### src/rtl/alu_pkg.sv
package alu_pkg;

    typedef enum logic [3:0] {
        OP_ADD  = 4'd0,
        OP_SUB  = 4'd1,
        OP_AND  = 4'd2,
        OP_OR   = 4'd3,
        OP_XOR  = 4'd4,
        OP_NEG  = 4'd5,
        OP_SHL  = 4'd6,
        OP_CMP  = 4'd7,
        OP_TEST = 4'd8
    } op_e;

    typedef enum logic [3:0] {
        CC_ALWAYS = 4'd0,
        CC_EQ     = 4'd1,
        CC_NE     = 4'd2,
        CC_NEG    = 4'd3,
        CC_NNEG   = 4'd4,
        CC_GT     = 4'd5,
        CC_GE     = 4'd6,
        CC_LT     = 4'd7,
        CC_LE     = 4'd8,
        CC_ABOVE  = 4'd9,
        CC_BELOW  = 4'd10
    } cond_e;

    // packed order gives bit3=of, bit2=sf, bit1=zf, bit0=cf
    typedef struct packed {
        logic of;
        logic sf;
        logic zf;
        logic cf;
    } flags_t;

endpackage

### src/rtl/alu_datapath.sv
module alu_datapath
    import alu_pkg::*;
#(
    parameter int W = 32
) (
    input  logic [3:0]   op,
    input  logic [W-1:0] a,
    input  logic [W-1:0] b,
    output logic [W-1:0] res,
    output flags_t       fl,
    output logic         wr_res,
    output logic         wr_flags
);
    localparam int SHW = $clog2(W);
    localparam logic [W-1:0] MIN_NEG = {1'b1, {(W-1){1'b0}}};

    logic [W:0]     sum;
    logic [W:0]     diff;
    logic [W:0]     shx;
    logic [SHW-1:0] sh;
    logic [W-1:0]   val;

    always_comb begin
        sum  = {1'b0, a} + {1'b0, b};
        diff = {1'b0, a} - {1'b0, b};
        sh   = b[SHW-1:0];
        shx  = {1'b0, a} << sh;

        val      = '0;
        fl       = '0;
        wr_res   = 1'b1;
        wr_flags = 1'b1;
        unique case (op)
            OP_ADD: begin
                val   = sum[W-1:0];
                fl.cf = sum[W];
                fl.of = (a[W-1] == b[W-1]) && (val[W-1] != a[W-1]);
            end
            OP_SUB, OP_CMP: begin
                val    = diff[W-1:0];
                fl.cf  = diff[W];
                fl.of  = (a[W-1] != b[W-1]) && (val[W-1] != a[W-1]);
                wr_res = (op == OP_SUB);
            end
            OP_AND, OP_TEST: begin
                val    = a & b;
                wr_res = (op == OP_AND);
            end
            OP_OR:  val = a | b;
            OP_XOR: val = a ^ b;
            OP_NEG: begin
                val   = '0 - a;
                fl.cf = |a;
                fl.of = (a == MIN_NEG);
            end
            OP_SHL: begin
                val   = shx[W-1:0];
                fl.cf = shx[W];
            end
            default: begin
                wr_res   = 1'b0;
                wr_flags = 1'b0;
            end
        endcase
        fl.zf = (val == '0);
        fl.sf = val[W-1];
        res   = val;
    end

endmodule

### src/rtl/cond_decode.sv
module cond_decode
    import alu_pkg::*;
(
    input  logic [3:0] sel,
    input  flags_t     fl,
    output logic       taken
);
    logic lt;

    always_comb begin
        lt = fl.sf ^ fl.of;
        unique case (sel)
            CC_ALWAYS: taken = 1'b1;
            CC_EQ:     taken = fl.zf;
            CC_NE:     taken = !fl.zf;
            CC_NEG:    taken = fl.sf;
            CC_NNEG:   taken = !fl.sf;
            CC_GT:     taken = !lt && !fl.zf;
            CC_GE:     taken = !lt;
            CC_LT:     taken = lt;
            CC_LE:     taken = lt || fl.zf;
            CC_ABOVE:  taken = !fl.cf && !fl.zf;
            CC_BELOW:  taken = fl.cf;
            default:   taken = 1'b0;
        endcase
    end

endmodule

### src/rtl/flag_alu.sv
module flag_alu
    import alu_pkg::*;
#(
    parameter int W = 32
) (
    input  logic         clk,
    input  logic         rst_n,
    input  logic         issue,
    input  logic [3:0]   op_sel,
    input  logic [W-1:0] opnd_a,
    input  logic [W-1:0] opnd_b,
    input  logic [3:0]   cond_sel,
    output logic [W-1:0] result,
    output logic         result_wb,
    output logic [3:0]   flags,
    output logic         taken
);
    typedef struct packed {
        logic [W-1:0] res;
        logic         wb;
        flags_t       fl;
    } state_t;

    state_t       st_d, st_q;
    logic [W-1:0] dp_res;
    flags_t       dp_fl;
    logic         dp_wr_res;
    logic         dp_wr_fl;

    alu_datapath #(.W(W)) u_dp (
        .op       (op_sel),
        .a        (opnd_a),
        .b        (opnd_b),
        .res      (dp_res),
        .fl       (dp_fl),
        .wr_res   (dp_wr_res),
        .wr_flags (dp_wr_fl)
    );

    always_comb begin
        st_d    = st_q;
        st_d.wb = issue && dp_wr_res;
        if (issue && dp_wr_res) st_d.res = dp_res;
        if (issue && dp_wr_fl)  st_d.fl  = dp_fl;
    end

    always_ff @(posedge clk or negedge rst_n) begin
        if (!rst_n) st_q <= '0;
        else        st_q <= st_d;
    end

    cond_decode u_cc (
        .sel   (cond_sel),
        .fl    (st_q.fl),
        .taken (taken)
    );

    assign result    = st_q.res;
    assign result_wb = st_q.wb;
    assign flags     = st_q.fl;

endmodule

### config.mk
export PLATFORM = sky130hd
export DESIGN_NAME = flag_alu
export DESIGN_NICKNAME = d
export VERILOG_FILES = /design/src/rtl/alu_pkg.sv /design/src/rtl/alu_datapath.sv /design/src/rtl/cond_decode.sv /design/src/rtl/flag_alu.sv
export SDC_FILE = /design/constraint.sdc
export NUM_CORES = 1
export LEC_CHECK = 0
export BUFFER_PORTS_ARGS = -buffer_cell sky130_fd_sc_hd__buf_4
export CAP_MARGIN = 30
export CORE_ASPECT_RATIO = 0.8
export CORE_MARGIN = 3
export CORE_UTILIZATION = 60
export DETAILED_ROUTE_END_ITERATION = 16
export PLACE_DENSITY = 0.78
export SLEW_MARGIN = 20
export SYNTH_ARGS = -nofsm -noshare
export SYNTH_HDL_FRONTEND = slang
export SYNTH_SLANG_ARGS = --single-unit
### constraint.sdc
create_clock -name clk -period 1.9 [get_ports clk]
set_input_delay 0.38 -clock clk [delete_from_list [all_inputs] [get_ports clk]]
set_output_delay 0.38 -clock clk [all_outputs]
set_load 0.01 [all_outputs]
==> flow_summary.json, run 1 <==
{
  "ys_seq_elements": 37,
  "dp_hpwl_um": 43800,
  "status": "did not finish",
  "start_util_pct": 61.6,
  "avgSynthCellArea_um2": 7.05,
  "die_y_um": 120,
  "cts_max_path_buffers": 2,
  "fp-row-count": 41,
  "synth-warning-count": 0,
  "synth_area_leaders": "ha_1, dfrtp_1, a21oi_1, nand2_1, nor2_1",
  "yosysMostFrequentCell": "nand2_1",
  "stop_stage": "clock tree synthesis",
  "cts_root_buffer": "clkbuf_16",
  "portBuffers": 112,
  "pin_count": 113,
  "synth_ff_type": "dfrtp_1",
  "synth.distinct_cells": 90,
  "syn-num-nets": 1574,
  "error": "[ERROR DPL-0038] Utilization greater than 100%, impossible to legalize",
  "synth_edf_count": 0,
  "synth_top_area_share_pct": 13.7,
  "netlist_area_um2": 9800,
  "synth_commonest_cells": "nand2_1, nor2_1, a21oi_1",
  "synth_largest_area_cell": "ha_1",
  "synth_seq_area_share_pct": 9.44,
  "cts_hold_buf": 0,
  "syn_inst": 1390,
  "cts_buffers": 5,
  "gp_congestion": 1.20,
  "post_cts_buffers": 72,
  "htree_levels": 2,
  "die_width_um": 149,
  "async_flop_share_pct": 100,
  "clock_sinks": 37,
  "post_cts_resized": 377,
  "place_inst": 2133
}
==> through the flow <==
stage	hold slack, ps	TNS (ps)	area [um^2]	util (%)	setup slack (ps)
2_1_floorplan	84.4	-24100	10400	-	-1430
3_3_place_gp	358	-38960	14800	93.1	-1730
3_5_place_dp	363	-42930	14800	93.1	-1850
==> logic make-up after synthesis <==
family,share of synthesized area (%)
multiplexers,10.2
AO/OA/AOI/OAI,30.4
AND/OR/NAND/NOR,23.3
adder cells (fa/ha/maj),14.1
flip-flops,9.44
XOR/XNOR,4.65
buffers and inverters,7.91
==> inputs of run 2 (changes only) <==
Settings changed: CORE_ASPECT_RATIO 0.8 to default, CORE_UTILIZATION 60 to 40, PLACE_DENSITY 0.78 to default, PLACE_DENSITY_LB_ADDON from default to 0.15.
==> run 2 against run 1 <==
Against the previous run:
- the flow now finishes, with violations (setup timing)
- synthesized cell count is the same
- synthesized area unchanged
==> flow_summary.json, run 2 <==
{
  "status": "complete, but fails checks",
  "violations": "setup timing",
  "pwr-share-seq_pct": 13.7,
  "arrival_ps": 3520,
  "cts_max_path_buffers": 2,
  "grt_pass1_vias": 13900,
  "drv_cap": 0,
  "clkTransAtPathRegs_ps": 60,
  "sw_frac_of_total_pct": 42.6,
  "htree_levels": 2,
  "finalCritPeriodShare_pct": 175,
  "met3_usage_pct": 4.50,
  "regArea_um2": 926,
  "dp_hpwl_um": 41500,
  "synth.distinct_cells": 90,
  "multi_input_area_um2": 9750,
  "grt_max_degree": 47,
  "avgSynthCellArea_um2": 7.05,
  "synth_commonest_cells": "nand2_1, nor2_1, a21oi_1",
  "gp_congestion": 1.02,
  "ys_seq_elements": 37,
  "totalWireLength_um": 53200,
  "power_frac_clock_pct": 13.1,
  "rr_endpoint": "flags[3]",
  "cts_tree": "yes",
  "synth_seq_area_share_pct": 9.44,
  "via_per_inst": 6.01,
  "syn_inst": 1390,
  "crit_path_start": "opnd_b[6]",
  "fin_util_pct": 73.6,
  "r2r-start": "flags[3]",
  "first_pass_iters": 7,
  "place_inst": 2278,
  "cts_hold_buf": 0,
  "n_fill_cell": 1851,
  "synth_edf_count": 0,
  "vias": 14100,
  "r2r_cells": 4,
  "met1_usage_pct": 46.9,
  "async_flop_share_pct": 100,
  "slew_headroom_pct": 44.3,
  "drv_slew": 0,
  "power.density_nw_per_um2": 435,
  "p_leak_nw": 7.98,
  "grt_use_total_pct": 38.7,
  "busiest_layer": "met2",
  "pin_count": 113,
  "coreArea_um2": 23800,
  "crit_path_end_kind": "register",
  "diodes": 0,
  "hold_viol": 0,
  "crit_fanout": 3,
  "startpoint_type": "primary input",
  "cts_buffers": 5,
  "wire_per_inst_um": 22.7,
  "synth_area_leaders": "ha_1, dfrtp_1, a21oi_1, nand2_1, nor2_1",
  "min_period_ps": 3330,
  "yosysMostFrequentCell": "nand2_1",
  "skew_ps": 0,
  "antenna_found_initial": 0,
  "fp-row-count": 56,
  "met2_usage_pct": 67.5,
  "power.switching_mw": 3.24,
  "cts_root_buffer": "clkbuf_16",
  "worst_slack_ps": -1430,
  "regToRegSetupSlack_ps": 870,
  "ir_worst_vdd_uv": 514,
  "finalSetupViolations": 35,
  "worstPathRequired_ps": 2090,
  "rsz0062_at_grt": "true",
  "start_util_pct": 41.3,
  "netlist_area_um2": 9800,
  "syn-num-nets": 1574,
  "drt_iter0_markers": 1332,
  "clock_sinks": 37,
  "final_cell_mix": "buf_4, nand2_1, nor2_1, ha_1, a21oi_1",
  "synth_top_area_share_pct": 13.7,
  "crit_type": "primary input to register",
  "grt-ovfl-total": 0,
  "fmax_mhz": 301,
  "dieArea_um2": 26400,
  "worstHoldPathType": "primary input to async pin",
  "drive_gt1_share_pct": 51.5,
  "antenna_left": 0,
  "pwr-share-comb_pct": 73.2,
  "clock_latency_ps": 290,
  "synth_largest_area_cell": "ha_1",
  "final_common_cell": "buf_4",
  "die_y_um": 163,
  "drc_errors": 0,
  "synth-warning-count": 0,
  "area_growth_pct": 78.3,
  "portBuffers": 112,
  "nNetsFinal": 2204,
  "grt_first_pass_wirelength_um": 79800,
  "final_cell_count_no_fill": 2340,
  "largest_register_ffs": 32,
  "worstMarginPinSlew_ps": 824,
  "die_width_um": 163,
  "synth_ff_type": "dfrtp_1",
  "p_int_mw": 4.36
}
-- run 2: per-layer routing --
layer  part of all wire [%]  vias up
li1                       -     6392
met1                     38     6722
met2                     48      729
met3                    6.8      216
met4                    7.3        0
met5                      0        -
-- run 2: cell families after synthesis --
logic type | Yosys count | share of synthesized area [%]
buf+inv | 193 | 7.91
xor+xnor | 52 | 4.65
fa+ha+maj | 109 | 14.1
flops | 37 | 9.44
simple gates | 470 | 23.3
mux | 78 | 10.2
compound gates | 451 | 30.4
-- run 2: worst max-delay path, stage by stage --
cell	delay, ps
buf_8	100
inv_6	50
ha_4	210
or3_4	400
or3_4	390
a21oi_4	140
nor2_2	60
xnor2_1	130
a221o_1	320
or4b_1	490
nor4_2	190
and4_1	250
nand4_1	160
o41ai_2	220
-- run 2: final cells by class --
type / count / share of cell area, %
clock inverters: 1 / 0.172
flip-flops and latches: 37 / 5.30
well taps: 319 / 2.28
clock buffers: 7 / 0.816
inverters: 100 / 2.48
repair buffers: 716 / 33.2
multi-input cells: 1160 / 55.8
-- run 2: how the worst max path moves through the flow --
stage | end | depth (start not counted)
final | flags[1] | 14
after global routing | flags[1] | 14
after CTS | flags[1] | 14
after detailed placement | flags[1] | 14
after global placement | flags[1] | 14
after floorplan | flags[1] | 16
-- run 2: what timing repair did --
action	CTS	global route
buffers inserted	54	24
setup endpoints to repair	36	35
gates resized for setup	273	92
cloned	1	1
pin swaps	92	72
hold endpoints to repair	0	0
-- run 2: stage by stage --
step                      power, mW  worst slack [ps]  hold WS, ps  area [um^2]  TNS (ps)
final                          7.60             -1430         48.9        17500    -27290
after global routing           7.99             -1570         77.8        17500    -30040
after CTS                      7.31             -1370         69.8        17000    -25610
after detailed placement       5.75             -1810          373        15300    -40790
after global placement         5.70             -1760          360        15300    -39460
after floorplan                3.25             -1430         84.4        10400    -24100
-- run 2: power groups by stage --
stage / logic, mW / clock network [mW] / registers [mW]
2_1_floorplan: 2.13 / 0 / 1.12
6_report: 5.56 / 0.997 / 1.04
3_3_place_gp: 4.66 / 0 / 1.04
5_1_grt: 5.89 / 1.04 / 1.06
4_1_cts: 5.27 / 1.00 / 1.04
3_5_place_dp: 4.71 / 0 / 1.05
Power figures use the tool's default switching activity.
==> inputs of run 3 (changes only) <==
Settings changed: HOLD_SLACK_MARGIN from default to 0.03.
Clock period 1.9 ns to 2.7 ns, I/O delays scaled along.
==> run 3 against run 2 <==
Against the previous run:
- the run still ends with setup timing left
- register-to-register slack improved by 850 ps
- cell area fell by 3.4%
- power fell by 31%
- via count fell by 2.4%
- combinational power fell by 33%
- worst setup slack improved by 660 ps
- wire length fell by 4.8%
- clock power fell by 22%
- critical path type unchanged
- final cell count fell by 0.90%
- critical endpoint unchanged
- clock-buffer cell count fell by 2
- worst hold slack improved by 150 ps
- die area did not move
==> flow_summary.json, run 3 (same netlist as run 2, synthesis figures left out) <==
{
  "cts_root_buffer": "clkbuf_16",
  "fp-row-count": 56,
  "rr_endpoint": "flags[3]",
  "fmax_mhz": 289,
  "power.density_nw_per_um2": 310,
  "finalCritPeriodShare_pct": 128,
  "crit_type": "primary input to register",
  "nNetsFinal": 2183,
  "largest_register_ffs": 32,
  "grt_use_total_pct": 36.7,
  "cp-endpoint": "flags[1]",
  "vias": 13700,
  "worstPathRequired_ps": 2890,
  "regToRegSetupSlack_ps": 1720,
  "path_cells": "buf_6 > inv_4 > ha_4 > or3_4 > or3_1 > a21oi_2 > nor2_1 > xnor2_1 > a221o_1 > or4b_1 > nor4_2 > and4_1 > nand4_1 > o41ai_2",
  "fin_area_um2": 16900,
  "crit_path_end_kind": "register",
  "worstHoldPathType": "primary input to async pin",
  "die_y_um": 163,
  "violations": "setup timing",
  "cts_tree": "yes",
  "clock_sinks": 37,
  "r2r-start": "flags[3]",
  "skew_ps": 0,
  "antenna_left": 0,
  "cts_max_path_buffers": 2,
  "dp_hpwl_um": 40200,
  "cp_num_buf_inv": 2,
  "min_period_ps": 3470,
  "grt_max_degree": 47,
  "die_width_um": 163,
  "n_fill_cell": 1996,
  "finalSetupViolations": 21,
  "cpMaxStageDelayCell": "or4b_1",
  "ir_worst_vdd_uv": 370,
  "r2r_cells": 3,
  "arrival_ps": 3650,
  "status": "complete, but fails checks",
  "fin_util_pct": 71.1,
  "grt-ovfl-total": 0,
  "grt_pass1_vias": 13500,
  "drt_iter0_markers": 1371,
  "totalWireLength_um": 50600,
  "worstMarginPinSlew_ps": 894,
  "max_stage_delay_ps": 490,
  "multi_input_area_um2": 9430,
  "regArea_um2": 926,
  "drc_errors": 0,
  "htree_levels": 2,
  "clkTransAtPathRegs_ps": 60,
  "drive_gt1_share_pct": 48.6,
  "gp_congestion": 1.02,
  "startpoint_type": "primary input",
  "wire_per_inst_um": 21.8,
  "final_common_cell": "buf_4",
  "crit_path_start": "opnd_b[6]",
  "coreArea_um2": 23800,
  "slew_headroom_pct": 40.3,
  "cts_hold_buf": 0,
  "via_per_inst": 5.92,
  "clock_latency_ps": 280,
  "first_pass_iters": 7,
  "antenna_found_initial": 1,
  "hold-worst-slack_ps": 203,
  "pin_count": 113,
  "worst_slack_ps": -765,
  "portBuffers": 112,
  "diodes": 0,
  "area_growth_pct": 72.3,
  "fin_setup_tns_ps": -6880,
  "grt_first_pass_wirelength_um": 75800,
  "cts_buffers": 5,
  "rsz0062_at_grt": "true",
  "drv_slew": 0,
  "crit_fanout": 4,
  "hold_viol": 0,
  "p_leak_nw": 7.80,
  "critPathTopFamily": "simple AND/OR/NAND/NOR gates",
  "final_cell_mix": "buf_4, nand2_1, nor2_1, a21oi_1, ha_1",
  "start_util_pct": 41.3,
  "dp_slack_ps": -1220,
  "path_depth": 14,
  "dieArea_um2": 26400,
  "drv_cap": 0,
  "dpl_cell_area_um2": 15000
}
run 3: metal layers:
metal | share of wire, % | global-route usage, %
met5 | 0.024 | 0
met2 | 46 | 61.7
met3 | 6.8 | 3.92
met1 | 39 | 44.9
met4 | 7.8 | 22.6
run 3: how the worst min path moves through the flow:
stage | slack [ps] | end | from
3_5_place_dp | 470 | result[8] | result[8]
3_3_place_gp | 460 | result[8] | result[8]
2_1_floorplan | 240 | flags[0] | rst_n
4_1_cts | 220 | result[30] | rst_n
6_report | 200 | result[30] | rst_n
5_1_grt | 230 | result[30] | rst_n
run 3: area by class of cell:
class | count | share of cell area [%]
clock buffers | 5 | 0.741
repair buffers | 695 | 32.5
multi-input cells | 1160 | 55.8
inverters | 100 | 2.67
flip-flops and latches | 37 | 5.48
clock inverters | 3 | 0.385
well taps | 319 | 2.36
run 3: report_power, final:
| part | internal [mW] | switching, mW | total (mW) |
|---|---|---|---|
| registers | 0.664 | 0.0768 | 0.741 |
| logic | 1.85 | 1.87 | 3.72 |
| clock network | 0.528 | 0.247 | 0.775 |
run 3: through the flow:
step                      power [mW]  std cells
after floorplan                 2.25       1390
after CTS                       5.03       2302
final                           5.23       2319
after global routing            5.51       2319
after global placement          3.91       2263
after detailed placement        3.95       2263
run 3: what timing repair did:
item | in CTS | in global routing
setup buffers | 36 | 25
resized for setup | 208 | 104
gates cloned | 1 | 0
pin swaps | 75 | 69
endpoints found under the setup margin | 26 | 27
hold endpoints to repair | 0 | 0
